### src/rtl/fbdiv_pkg.sv
package fbdiv_pkg;

    typedef enum logic {
        ST_COUNT = 1'b0,
        ST_TERM  = 1'b1
    } fbdiv_state_e;

endpackage

### src/rtl/fbdiv_clamp.sv
module fbdiv_clamp #(
    parameter int NW        = 13,
    parameter int MIN_RATIO = 4
) (
    input  logic [NW-1:0] ratio_raw,
    output logic [NW-1:0] ratio_eff
);
    localparam logic [NW-1:0] FLOOR = NW'(MIN_RATIO);

    always_comb begin
        ratio_eff = (ratio_raw < FLOOR) ? FLOOR : ratio_raw;
    end
endmodule

### src/rtl/fbdiv_accum.sv
module fbdiv_accum #(
    parameter int FW = 2
) (
    input  logic          clk,
    input  logic          rst,
    input  logic          step,
    input  logic [FW-1:0] frac,
    output logic          carry_next,
    output logic          long_q
);
    logic [FW-1:0] acc_q;
    logic [FW:0]   sum;

    always_comb begin
        sum        = {1'b0, acc_q} + {1'b0, frac};
        carry_next = sum[FW];
    end

    always_ff @(posedge clk) begin
        if (rst) begin
            acc_q  <= '0;
            long_q <= 1'b0;
        end else if (step) begin
            acc_q  <= sum[FW-1:0];
            long_q <= sum[FW];
        end
    end

    // a zero fraction can never produce a long cycle
    a_r5_zero_frac_short: assert property (@(posedge clk) disable iff (rst)
        (step && frac == '0) |=> !long_q);

    // the modulus flag moves only on a boundary edge
    a_r8_flag_hold: assert property (@(posedge clk) disable iff (rst)
        !step |=> $stable(long_q));
endmodule

### src/rtl/fbdiv_counter.sv
module fbdiv_counter #(
    parameter int CW       = 13,
    parameter int MIN_LOAD = 2
) (
    input  logic          clk,
    input  logic          rst,
    input  logic [CW-1:0] load_val,
    output logic          term
);
    import fbdiv_pkg::*;

    fbdiv_state_e  state_q, state_d;
    logic [CW-1:0] cnt_q, cnt_d;

    always_comb begin
        state_d = state_q;
        cnt_d   = cnt_q;
        unique case (state_q)
            ST_COUNT: begin
                if (cnt_q == '0) begin
                    state_d = ST_TERM;
                end else begin
                    cnt_d = cnt_q - 1'b1;
                end
            end
            ST_TERM: begin
                state_d = ST_COUNT;
                cnt_d   = load_val;
            end
            default: begin
                state_d = ST_COUNT;
                cnt_d   = load_val;
            end
        endcase
    end

    always_ff @(posedge clk) begin
        if (rst) begin
            state_q <= ST_COUNT;
            cnt_q   <= load_val;
        end else begin
            state_q <= state_d;
            cnt_q   <= cnt_d;
        end
    end

    always_comb begin
        term = (state_q == ST_TERM);
    end

    // the terminal state never lasts two cycles
    a_r2_single_pulse: assert property (@(posedge clk) disable iff (rst)
        term |=> !term);

    // every reload respects the clamped floor
    a_r7_reload_floor: assert property (@(posedge clk) disable iff (rst)
        term |=> (cnt_q >= CW'(MIN_LOAD)));
endmodule

### src/rtl/frac_fb_divider.sv
module frac_fb_divider #(
    parameter int NW        = 13,
    parameter int FW        = 2,
    parameter int MIN_RATIO = 4
) (
    input  logic          clk,
    input  logic          rst,
    input  logic [NW-1:0] ratio_int,
    input  logic [FW-1:0] frac_num,
    output logic          div_pulse,
    output logic          long_cyc
);
    localparam int MIN_LOAD = MIN_RATIO - 2;

    logic [NW-1:0] ratio_eff;
    logic          carry_next;
    logic          long_q;
    logic          term;
    logic [NW:0]   load_wide;
    logic [NW-1:0] load_val;

    fbdiv_clamp #(
        .NW        (NW),
        .MIN_RATIO (MIN_RATIO)
    ) u_clamp (
        .ratio_raw (ratio_int),
        .ratio_eff (ratio_eff)
    );

    fbdiv_accum #(
        .FW (FW)
    ) u_accum (
        .clk        (clk),
        .rst        (rst),
        .step       (term),
        .frac       (frac_num),
        .carry_next (carry_next),
        .long_q     (long_q)
    );

    // Reload value: next cycle length minus the reload and terminal clocks.
    always_comb begin
        load_wide = {1'b0, ratio_eff} + (NW+1)'(rst ? 1'b0 : carry_next)
                    - (NW+1)'(2);
        load_val  = load_wide[NW-1:0];
    end

    fbdiv_counter #(
        .CW       (NW),
        .MIN_LOAD (MIN_LOAD)
    ) u_counter (
        .clk      (clk),
        .rst      (rst),
        .load_val (load_val),
        .term     (term)
    );

    always_comb begin
        div_pulse = term;
        long_cyc  = long_q;
    end

    // the cycle after a reset edge shows no pulse and a short modulus
    a_r1_reset_quiet: assert property (@(posedge clk)
        rst |=> (!div_pulse && !long_cyc));
endmodule

### config.mk
export PLATFORM = sky130hd
export DESIGN_NAME = frac_fb_divider
export DESIGN_NICKNAME = d
export VERILOG_FILES = /design/src/rtl/fbdiv_pkg.sv /design/src/rtl/fbdiv_clamp.sv /design/src/rtl/fbdiv_accum.sv /design/src/rtl/fbdiv_counter.sv /design/src/rtl/frac_fb_divider.sv
export SDC_FILE = /design/constraint.sdc
export NUM_CORES = 1
export LEC_CHECK = 0
export BUFFER_PORTS_ARGS = -buffer_cell sky130_fd_sc_hd__buf_4
export CORE_MARGIN = 8
export CORE_UTILIZATION = 26
export CTS_BUF_LIST = sky130_fd_sc_hd__clkbuf_8
export DETAILED_ROUTE_END_ITERATION = 6
export PLACE_DENSITY = 0.45
export SETUP_SLACK_MARGIN = 0.15
export SLEW_MARGIN = 25
export SYNTH_ARGS = -nofsm -noshare
export SYNTH_HDL_FRONTEND = slang
export SYNTH_HIERARCHICAL = 1
export SYNTH_SLANG_ARGS = --single-unit
### constraint.sdc
create_clock -name clk -period 3.2 [get_ports clk]
set_input_delay 0.32 -clock clk [delete_from_list [all_inputs] [get_ports clk]]
set_output_delay 0.32 -clock clk [all_outputs]
set_load 0.005 [all_outputs]
Word-level counts from Yosys, hierarchy flattened. Index checks and enable logic that the tools add are counted.

$add $sub $neg: 4. Muxes and demuxes: 7. Eq/ne operators: 1. $lt $le $gt $ge: 1. Bitwise logic cells: 1. Reductions and logical operators: 1.

Operator list (count): 13-bit two-way mux (3); 13-bit case mux with 2 select lines (1); 13-bit by 1-bit adder with 13-bit output (1); 13-bit zero test (1); 13-bit by 3-bit less-than comparator with 1-bit output, second input constant (1); 13-bit by 1-bit subtractor with 13-bit output, second input constant (1); 13-bit by 2-bit subtractor with 13-bit output, second input constant (1); 2-bit by 2-bit adder with 3-bit output (1); 3-bit inequality test, second input constant (1); 1-bit two-way mux (2); 1-bit case mux with 2 select lines (1); 1-bit inverter (1).

Output and inout bits: 2. Flip-flop bits (word level): 17. Input port bits: 17. Logic and storage cells: 19.

Depth between registers and ports, before layout. Gate-level depths: netlist of run 1.

Depth in word-level cells: 6. Mapped depth: 13. Depth with buffers taken out: 13.

Cells and area by module. The synthesis of run 1 kept the hierarchy.

By module, submodules not included: fbdiv_counter (area each 818.3 um^2, sequential area each 410.4 um^2, cells each 80, instances 1); frac_fb_divider (area each 260.2 um^2, sequential area each 0.0 um^2, cells each 33, instances 1); fbdiv_accum (area each 143.9 um^2, sequential area each 60.1 um^2, cells each 15, instances 1); fbdiv_clamp (area each 96.3 um^2, sequential area each 0.0 um^2, cells each 18, instances 1).

Least setup slack after synthesis of run 1. Ideal clock, no wire load.

Path type: input to register. Start: input frac_num[0]. End: register u_counter.cnt_q[12] (data pin). Required time: 2945 ps. Arrival time: 2100 ps. Path buffers: 0. Stages on the path: 13. Path slack: 845 ps. Library setup time: 255 ps. Cells stage by stage: ha_1 -> inv_1 -> fa_1 -> inv_1 -> nor2b_1 -> ha_1 -> inv_1 -> ha_1 -> nor3b_1 -> nand3_1 -> xnor2_1 -> nand2_1 -> o21ai_2.

Cells in the longest elaborated chain, start to end: 6.

Ends and longest elaborated chain: start, declared (line frac_fb_divider.sv:9) `input logic [FW-1:0] frac_num,`; 2-bit by 2-bit adder with 3-bit output (*) (line fbdiv_accum.sv:15) `sum = {1'b0, acc_q} + {1'b0, frac};`; net carry_next (line frac_fb_divider.sv:16) `logic carry_next;`; 1-bit two-way mux (*) (line frac_fb_divider.sv:43) `load_wide = {1'b0, ratio_eff} + (NW+1)'(rst ? 1'b0 : carry_next)`; 13-bit by 1-bit adder with 13-bit output (*) (line frac_fb_divider.sv:43); 13-bit by 2-bit subtractor with 13-bit output (*) (line frac_fb_divider.sv:44) `- (NW+1)'(2);`; net load_wide[12] (line frac_fb_divider.sv:19) `logic [NW:0] load_wide;`; 13-bit case mux with 2 select lines (line fbdiv_counter.sv:18) `unique case (state_q)`; 13-bit two-way mux (*) (line fbdiv_counter.sv:38) `if (rst) begin`; end signal, assigned (line fbdiv_counter.sv:40) `cnt_q <= load_val;`; end signal, assigned (line fbdiv_counter.sv:43) `cnt_q <= cnt_d;`; end, declared (line fbdiv_counter.sv:13) `logic [CW-1:0] cnt_q, cnt_d;`.

The timed path passes the listed nets; every way through them passes the cells marked *. A chain may end at the register's enable or synchronous reset.

Final worst setup path of run 1.
Start: register u_accum.acc_q[0]. End: register u_counter.cnt_q[12] (data pin).

Cells in the longest elaborated chain, start to end: 6.

Ends and longest elaborated chain: start, declared (line fbdiv_accum.sv:11) `logic [FW-1:0] acc_q;`; start signal, assigned (line fbdiv_accum.sv:24) `acc_q <= sum[FW-1:0];`; 2-bit by 2-bit adder with 3-bit output (*) (line fbdiv_accum.sv:15); net carry_next (line frac_fb_divider.sv:16); 1-bit two-way mux (*) (line frac_fb_divider.sv:43); 13-bit by 1-bit adder with 13-bit output (*) (line frac_fb_divider.sv:43); 13-bit by 2-bit subtractor with 13-bit output (*) (line frac_fb_divider.sv:44); net load_wide[12] (line frac_fb_divider.sv:19); 13-bit case mux with 2 select lines (line fbdiv_counter.sv:18); 13-bit two-way mux (*) (line fbdiv_counter.sv:38).

Marks and branches as above.

==> results.tsv, run 1 <==
stage	metric	value	unit
run_status	status	finished clean	
yosys	yosys.area.top_type	edfxtp_1	
clock_network	clkTransAtPathRegs	0.07	ns
power	internal_power	410	uW
setup_path	r2r_slack	0.59	ns
clock_network	cts_max_level	1	
global_routing	grt_use_total	8.09	%
clock_network	hold_buffers	0	
min_path	min-delay-start	rst	
die	coreArea	0.00501	sq mm
power	clock_power_share	28.2	%
place	port_buffers	18	
yosys	synth_compound_area_share	9.49	%
detailed_routing	drcViolationCount	0	
yosys	synth_area_leaders	edfxtp_1, xnor2_1, dfxtp_1, xor2_1, nand2_1	
setup_path	end_kind	flop	
min_path	min_path_cells	2	
power	netSwitchingPower	169	uW
clock_network	clkLatencyLatePin	0.25	ns
global_routing	grt_overflow	0	
timing	final-setup-viol-count	0	
yosys	ys_ff_latch	17	
timing	period_needed	2.61	ns
die	initial_core_util	26.3	%
timing	fin_tns_setup	0	ns
timing	tightest_slew	0.708	ns
timing	maxSlewHeadroom	52.5	%
clock_network	cts_resized	0	
die	die_h	87.2	microns
setup_path	crit_type	flop to flop	
yosys	synth_commonest_cells	nand2_1, edfxtp_1, inv_1, xnor2_1, clkbuf_1	
yosys	yosysWarnings	6	
power	share_comb_of_total_power	21.0	%
yosys	synth_top_area_share	29.6	%
die	num_rows	26	
setup_path	crit_path_max_fanout	5	
yosys	synth_edf_count	13	
detailed_routing	dr_total_vias	999	
yosys	yosys.area_share.simple	27.2	%
place	post_dp_cell_area	0.00149	sq mm
clock_network	clock_path_buffers	2	
flow_run	max_cap_viol_count	0	
timing	period_share	81.6	%
place	gp_congestion	0.715	
timing	whs	0.268	ns
final_layout	diodes	0	
final_layout	area_growth	16.4	%
clock_network	post-cts-setup-buffers	0	
setup_path	worstReg2RegStart	u_accum/acc_q[0]	
global_routing	grt_pass1_wl	4820	microns
yosys	synthXorXnorAreaFrac	13.3	%
setup_path	slowest_delay	0.52	ns
setup_path	crit_family	simple AND/OR/NAND/NOR gates	
global_routing	antenna_found_initial	0	
final_layout	multi_input_area	752	sq um
final_layout	fillers	550	
power	p_per_area	377	mW/mm^2
power	seqPwrFrac	50.8	%
timing	hold_viol	0	
yosys	syn_inst	146	
clock_network	cts-buffers-inserted	3	
final_layout	finish.instance_area	0.00154	sq mm
yosys	yosysMostFrequentCell	nand2_1	
power	vdd_drop_max	0.109	mV
power	switching_share	29.2	%
die	die-area	0.00761	sq mm
yosys	synth_fa_ha_area_share	6.26	%
detailed_routing	postRouteAntennaNets	0	
setup_path	cp_cell_sequence	ha_1 > inv_1 > fa_1 > inv_1 > nor2b_1 > ha_1 > inv_1 > ha_1 > nor3b_1 > nand3_1 > xnor2_1 > nand2_1 > o21ai_2	
yosys	synthesis.nets	169	
setup_path	required	3.20	ns
setup_path	crit_slowest_cell	nor3b_1	
clock_network	cts_tree	built	
global_routing	grt_pass1_vias	1034	
detailed_routing	dr.pass1.iters	4	
final_layout	nets	179	
min_path	hold_end	u_accum/acc_q[0]	
yosys	synth_ff_type	edfxtp_1	
min_path	worstHoldPathType	input port to flop	
place	dp_hpwl	2220	microns
setup_path	cp.arrival	2.61	ns
timing	fmax	0.383	GHz
detailed_routing	dr.first_iter.drc_count	46	
yosys	ys_seq_area_share	35.7	%
setup_path	worst-path-buf-inv	3	
setup_path	r2r_end	u_counter/cnt_q[12]	
clock_network	cts_sinks	17	
die	io_pins	19	
timing	drv_slew	0	
yosys	async_reset_ff_share	0	%
yosys	avgSynthCellArea	9.03	sq um
clock_network	ctsRootBufferMaster	clkbuf_8	
power	leakagePower	0.000569	uW
final_layout	layout-drive-gt1-share	20.0	%
timing	fin_skew	0.000665	ns
global_routing	grt_max_degree	28	
final_layout	regArea	470	sq um
detailed_routing	via_per_inst	4.44	
yosys	synth_area	0.00132	sq mm
yosys	synth_cell_types	38	
yosys	synth_top_family_by_area	simple AND/OR/NAND/NOR gates	
setup_path	reg2reg_depth	13	
yosys	synth.area.mux_share	0.759	%
die	die_w	87.2	microns
detailed_routing	wl	2890	microns
timing	rsz0062_at_grt	false	
detailed_routing	avgRoutedWirePerCell	12.8	microns
setup_path	critPathLaunchType	flop	
[logic make-up after synthesis]
logic type	count (synthesis)
compound gates	21
xor+xnor	20
fa+ha+maj	6
buf+inv	25
flops	17
mux	1
simple gates	56
[worst reg2reg max path, delay by kind of cell, from the launching register on]
family | cells | cell delay [ns]
AO/OA/AOI/OAI | 1 | 0.06
XOR/XNOR | 1 | 0.17
adder cells (fa/ha/maj) | 4 | 0.74
buffers and inverters | 3 | 0.17
flip-flops | 1 | 0.31
AND/OR/NAND/NOR | 4 | 0.90
[flip-flops by register name, summed over array words and instances (netlist names)]
| signal | cells |
|---|---|
| u_counter/cnt_q | 13 |
| u_accum/long_q | 1 |
| u_counter/term | 1 |
| u_accum/acc_q | 2 |
[final cells by class]
| cell class | instances | area share, % |
|---|---|---|
| multi-input combinational | 104 | 49.0 |
| sequential | 17 | 30.6 |
| timing repair buffer | 18 | 8.80 |
| tap | 70 | 5.70 |
| inverter | 12 | 2.93 |
| clock buffer | 3 | 2.69 |
| clock inverter | 1 | 0.244 |
[metrics by stage]
step	cells	worst slack, ns	util [%]	power (uW)
2_1_floorplan	146	0.845	-	381
3_3_place_gp	221	0.513	29.7	419
3_5_place_dp	221	0.442	29.7	420
4_1_cts	225	0.582	30.6	588
5_1_grt	225	0.366	30.6	613
6_report	225	0.589	30.6	579
[placed cells by master (no fill, tap or decap)]
| cell type | Yosys | routed |
|---|---|---|
| edfxtp_1 | 13 | 13 |
| nand4bb_1 | 1 | 1 |
| nor4_1 | 5 | 5 |
| or4_4 | 1 | 1 |
| or4b_4 | 1 | 1 |
| o21ai_1 | 4 | 4 |
| nor3_1 | 3 | 3 |
| clkbuf_8 | 0 | 3 |
| nand4_1 | 1 | 1 |
| nor2_1 | 10 | 10 |
| nor3b_2 | 1 | 1 |
| o31ai_1 | 1 | 1 |
| nor4_2 | 3 | 3 |
| o21ai_2 | 1 | 1 |
| a31oi_1 | 2 | 2 |
| nand3_1 | 3 | 3 |
| o21ai_0 | 8 | 8 |
| nand2_1 | 17 | 17 |
| nor4_4 | 2 | 2 |
| fa_1 | 1 | 1 |
| ha_1 | 5 | 5 |
| a21o_1 | 1 | 1 |
| xor2_1 | 8 | 8 |
| xnor2_1 | 12 | 12 |
| a21oi_1 | 1 | 1 |
| nand3b_1 | 1 | 1 |
| nand2b_1 | 2 | 2 |
| nor2b_1 | 1 | 1 |
| buf_4 | 0 | 18 |
| a211oi_1 | 2 | 2 |
| nand4b_1 | 1 | 1 |
| a31o_1 | 1 | 1 |
| and4bb_1 | 1 | 1 |
| inv_1 | 12 | 13 |
| mux2i_1 | 1 | 1 |
| or2_2 | 1 | 1 |
| dfxtp_1 | 4 | 4 |
| nor3b_1 | 1 | 1 |
[routing by layer]
layer / global-route usage [%] / up-vias / wire [microns]
met2: 12.5 / 23 / 1260
met5: 0 / - / 0
met3: 1.04 / 4 / 68
met4: 4.69 / 0 / 59
li1: - / 519 / -
met1: 10.5 / 453 / 1500
[power groups by stage]
stage	registers (uW)	clock network, uW	logic, uW
after floorplan	291	0	89.6
after global placement	298	0	121
final	294	163	122
after global routing	298	176	139
after detailed placement	299	0	122
after CTS	294	171	123
[worst max path at each step]
stage / startpoint / to / cells after the start
2_1_floorplan: frac_num[0] / u_counter/cnt_q[12] / 13
3_3_place_gp: frac_num[0] / u_counter/cnt_q[12] / 14
3_5_place_dp: frac_num[0] / u_counter/cnt_q[12] / 14
4_1_cts: u_accum/acc_q[0] / u_counter/cnt_q[12] / 13
5_1_grt: u_accum/acc_q[0] / u_counter/cnt_q[12] / 13
6_report: u_accum/acc_q[0] / u_counter/cnt_q[12] / 13
No activity file was read; power rests on OpenSTA's default activity.
==> run 2, diff against run 1 <==
--- a/config.mk
+++ b/config.mk
@@ -10,7 +10,7 @@
 export CORE_UTILIZATION = 26
 export CTS_BUF_LIST = sky130_fd_sc_hd__clkbuf_8
 export DETAILED_ROUTE_END_ITERATION = 6
-export PLACE_DENSITY = 0.45
+export PLACE_DENSITY = 0.46
 export SETUP_SLACK_MARGIN = 0.15
 export SLEW_MARGIN = 25
 export SYNTH_ARGS = -nofsm -noshare
==> constraint.sdc (replaced) <==
create_clock -name clk -period 2.15 [get_ports clk]
set_input_delay 0.215 -clock clk [delete_from_list [all_inputs] [get_ports clk]]
set_output_delay 0.215 -clock clk [all_outputs]
set_load 0.005 [all_outputs]
==> run 2 against run 1 <==
Against the previous run:
- count of clock-buffer cells in the layout is the same
- worst hold slack got worse by 0.097 ns
- cell count rose by 8.0%
- first-iteration DRC count increased by 33%
- combinational power grew 86%
- sequential cell count did not move
- setup slack got worse by 0.59 ns
- non-clock buffer count rose by 18
- clock power increased by 45%
- die area unchanged
- critical path type unchanged
- highest routed layer unchanged
==> results.tsv, run 2 (synthesis gave the netlist of run 1 again) <==
stage	metric	value	unit
global_routing	grt_pass1_wl	5070	microns
place	place_inst	238	
run_status	status	finished clean	
detailed_routing	drcViolationCount	0	
power	vdd_drop_max	0.202	mV
timing	hold_viol	0	
die	die-area	0.00761	sq mm
detailed_routing	wl_met2	1320	microns
final_layout	fillers	544	
final_layout	nets	197	
timing	drv_slew	0	
power	switching_share	28.5	%
die	num_rows	26	
setup_path	cp_cell_sequence	ha_4 > inv_2 > fa_2 > inv_2 > nor2b_4 > ha_4 > or4_4 > nor4_4 > xor2_1 > nand2_1 > o21ai_0	
min_path	worstHoldPathType	input port to flop	
setup_path	crit_type	flop to flop	
timing	period_share	99.9	%
power	share_comb_of_total_power	25.2	%
power	netSwitchingPower	256	uW
detailed_routing	dr.pass1.iters	4	
timing	tightest_slew	0.396	ns
timing	maxSlewHeadroom	73.4	%
detailed_routing	dr_total_vias	1066	
clock_network	cts-buffers-inserted	3	
detailed_routing	postRouteAntennaNets	0	
final_layout	layout_commonest_cell	buf_4	
clock_network	clock_path_buffers	2	
final_layout	largest_registers	u_counter/cnt_q x13, u_accum/acc_q x2	
timing	fin_skew	0.00774	ns
clock_network	hold_buffers	0	
setup_path	worst-path-buf-inv	2	
place	dp_hpwl	2450	microns
detailed_routing	via_per_inst	4.39	
setup_path	cp.arrival	2.14	ns
die	initial_core_util	26.3	%
timing	period_needed	2.15	ns
final_layout	layout-drive-gt1-share	36.4	%
clock_network	clkLatencyLatePin	0.25	ns
setup_path	r2r_slack	0.003	ns
detailed_routing	avgRoutedWirePerCell	12.3	microns
clock_network	clkTransAtPathRegs	0.07	ns
setup_path	critPathLaunchType	flop	
final_layout	regMostFlops	u_counter/cnt_q	
clock_network	cts_sinks	17	
final_layout	largest_reg_flops	13	
place	port_buffers	18	
setup_path	end_kind	flop	
power	power.total	898	uW
global_routing	antenna_found_initial	0	
timing	rsz0062_at_grt	true	
clock_network	cts_tree	built	
die	die_h	87.2	microns
die	io_pins	19	
detailed_routing	highest_layer	met4	
final_layout	finalNonFillerCells	243	
final_layout	area_growth	32.8	%
detailed_routing	wl_met1	1510	microns
place	gp_congestion	0.776	
setup_path	crit_path_max_fanout	4	
power	internal_power	641	uW
global_routing	grt_overflow	0	
setup_path	required	2.14	ns
final_layout	final_cell_mix	buf_4, nand2_1, edfxtp_1, xnor2_1	
global_routing	grt_use_total	8.24	%
clock_network	cts_max_level	1	
detailed_routing	wl_met3	107	microns
setup_path	crit_family	simple AND/OR/NAND/NOR gates	
die	die_w	87.2	microns
global_routing	grt_max_degree	27	
power	leakagePower	0.000664	uW
global_routing	grt_pass1_vias	1100	
detailed_routing	wl	3000	microns
flow_run	max_cap_viol_count	0	
power	p_per_area	512	mW/mm^2
final_layout	final_util	35.0	%
setup_path	crit_slowest_cell	or4_4	
setup_path	slowest_delay	0.45	ns
detailed_routing	dr.first_iter.drc_count	61	
die	coreArea	0.00501	sq mm
clock_network	ctsRootBufferMaster	clkbuf_8	
power	seqPwrFrac	48.4	%
power	clock_power_share	26.3	%
timing	final-setup-viol-count	0	
timing	fmax	0.466	GHz
final_layout	diodes	0	
-- run 2: cell types whose count changed in the layout (fill, tap and decap cells not counted), moves of 2 or more --
cell | previous run | this run
nor4_2 | 3 | 5
buf_4 | 18 | 35
inv_2 | 0 | 3
ha_4 | 0 | 3
nor4_1 | 5 | 3
inv_1 | 13 | 9
ha_1 | 5 | 2
-- run 2: power by group through the flow --
stage,clock network (uW),registers [uW],logic [uW]
after global placement,0,439,218
after global routing,256,441,252
after floorplan,0,433,136
after detailed placement,0,440,220
after CTS,245,432,224
final,236,435,227
-- run 2: worst paths after layout --
check | from | endpoint | depth (start not counted)
worst min-delay path | rst | u_accum/acc_q[0] | 2
worst min register to register | u_accum/long_q | u_accum/long_q | 2
worst max-delay path | u_accum/acc_q[0] | u_counter/cnt_q[7] | 11
worst max register to register | u_accum/acc_q[0] | u_counter/cnt_q[7] | 11
-- run 2: repair_timing --
item / 4_1_cts / 5_1_grt
resized for setup: 7 / 6
endpoints found under the hold margin: 0 / 0
pin swaps: 6 / 5
setup buffers: 0 / 1
endpoints found under the setup margin: 11 / 23
cloned: 0 / 0
-- run 2: area by class of cell --
class	instances	area, sq um	area share, %
inverter	12	47.5	2.71
sequential	17	472	26.9
clock buffer	3	41.3	2.36
multi-input combinational	104	826	47.1
tap	70	87.6	5.00
clock inverter	1	3.75	0.214
timing repair buffer	36	274	15.6
-- run 2: routing by layer --
metal | vias to the layer above | track usage (%)
li1 | 557 | -
met1 | 482 | 11.0
met2 | 23 | 12.6
met3 | 4 | 1.32
met4 | 0 | 3.59
met5 | - | 0
-- run 2: metrics by stage --
| stage | TNS [ns] | hold WS [ns] | setup WS, ns | area, sq um |
|---|---|---|---|---|
| after global routing | -0.768 | 0.168 | -0.130 | 1750 |
| after detailed placement | -0.434 | 0.417 | -0.111 | 1650 |
| after global placement | -0.142 | 0.413 | -0.0522 | 1650 |
| after CTS | -0.0568 | 0.165 | -0.0318 | 1730 |
| final | 0 | 0.171 | 0.00271 | 1750 |
| after floorplan | 0 | 0.280 | 0.0805 | 1350 |
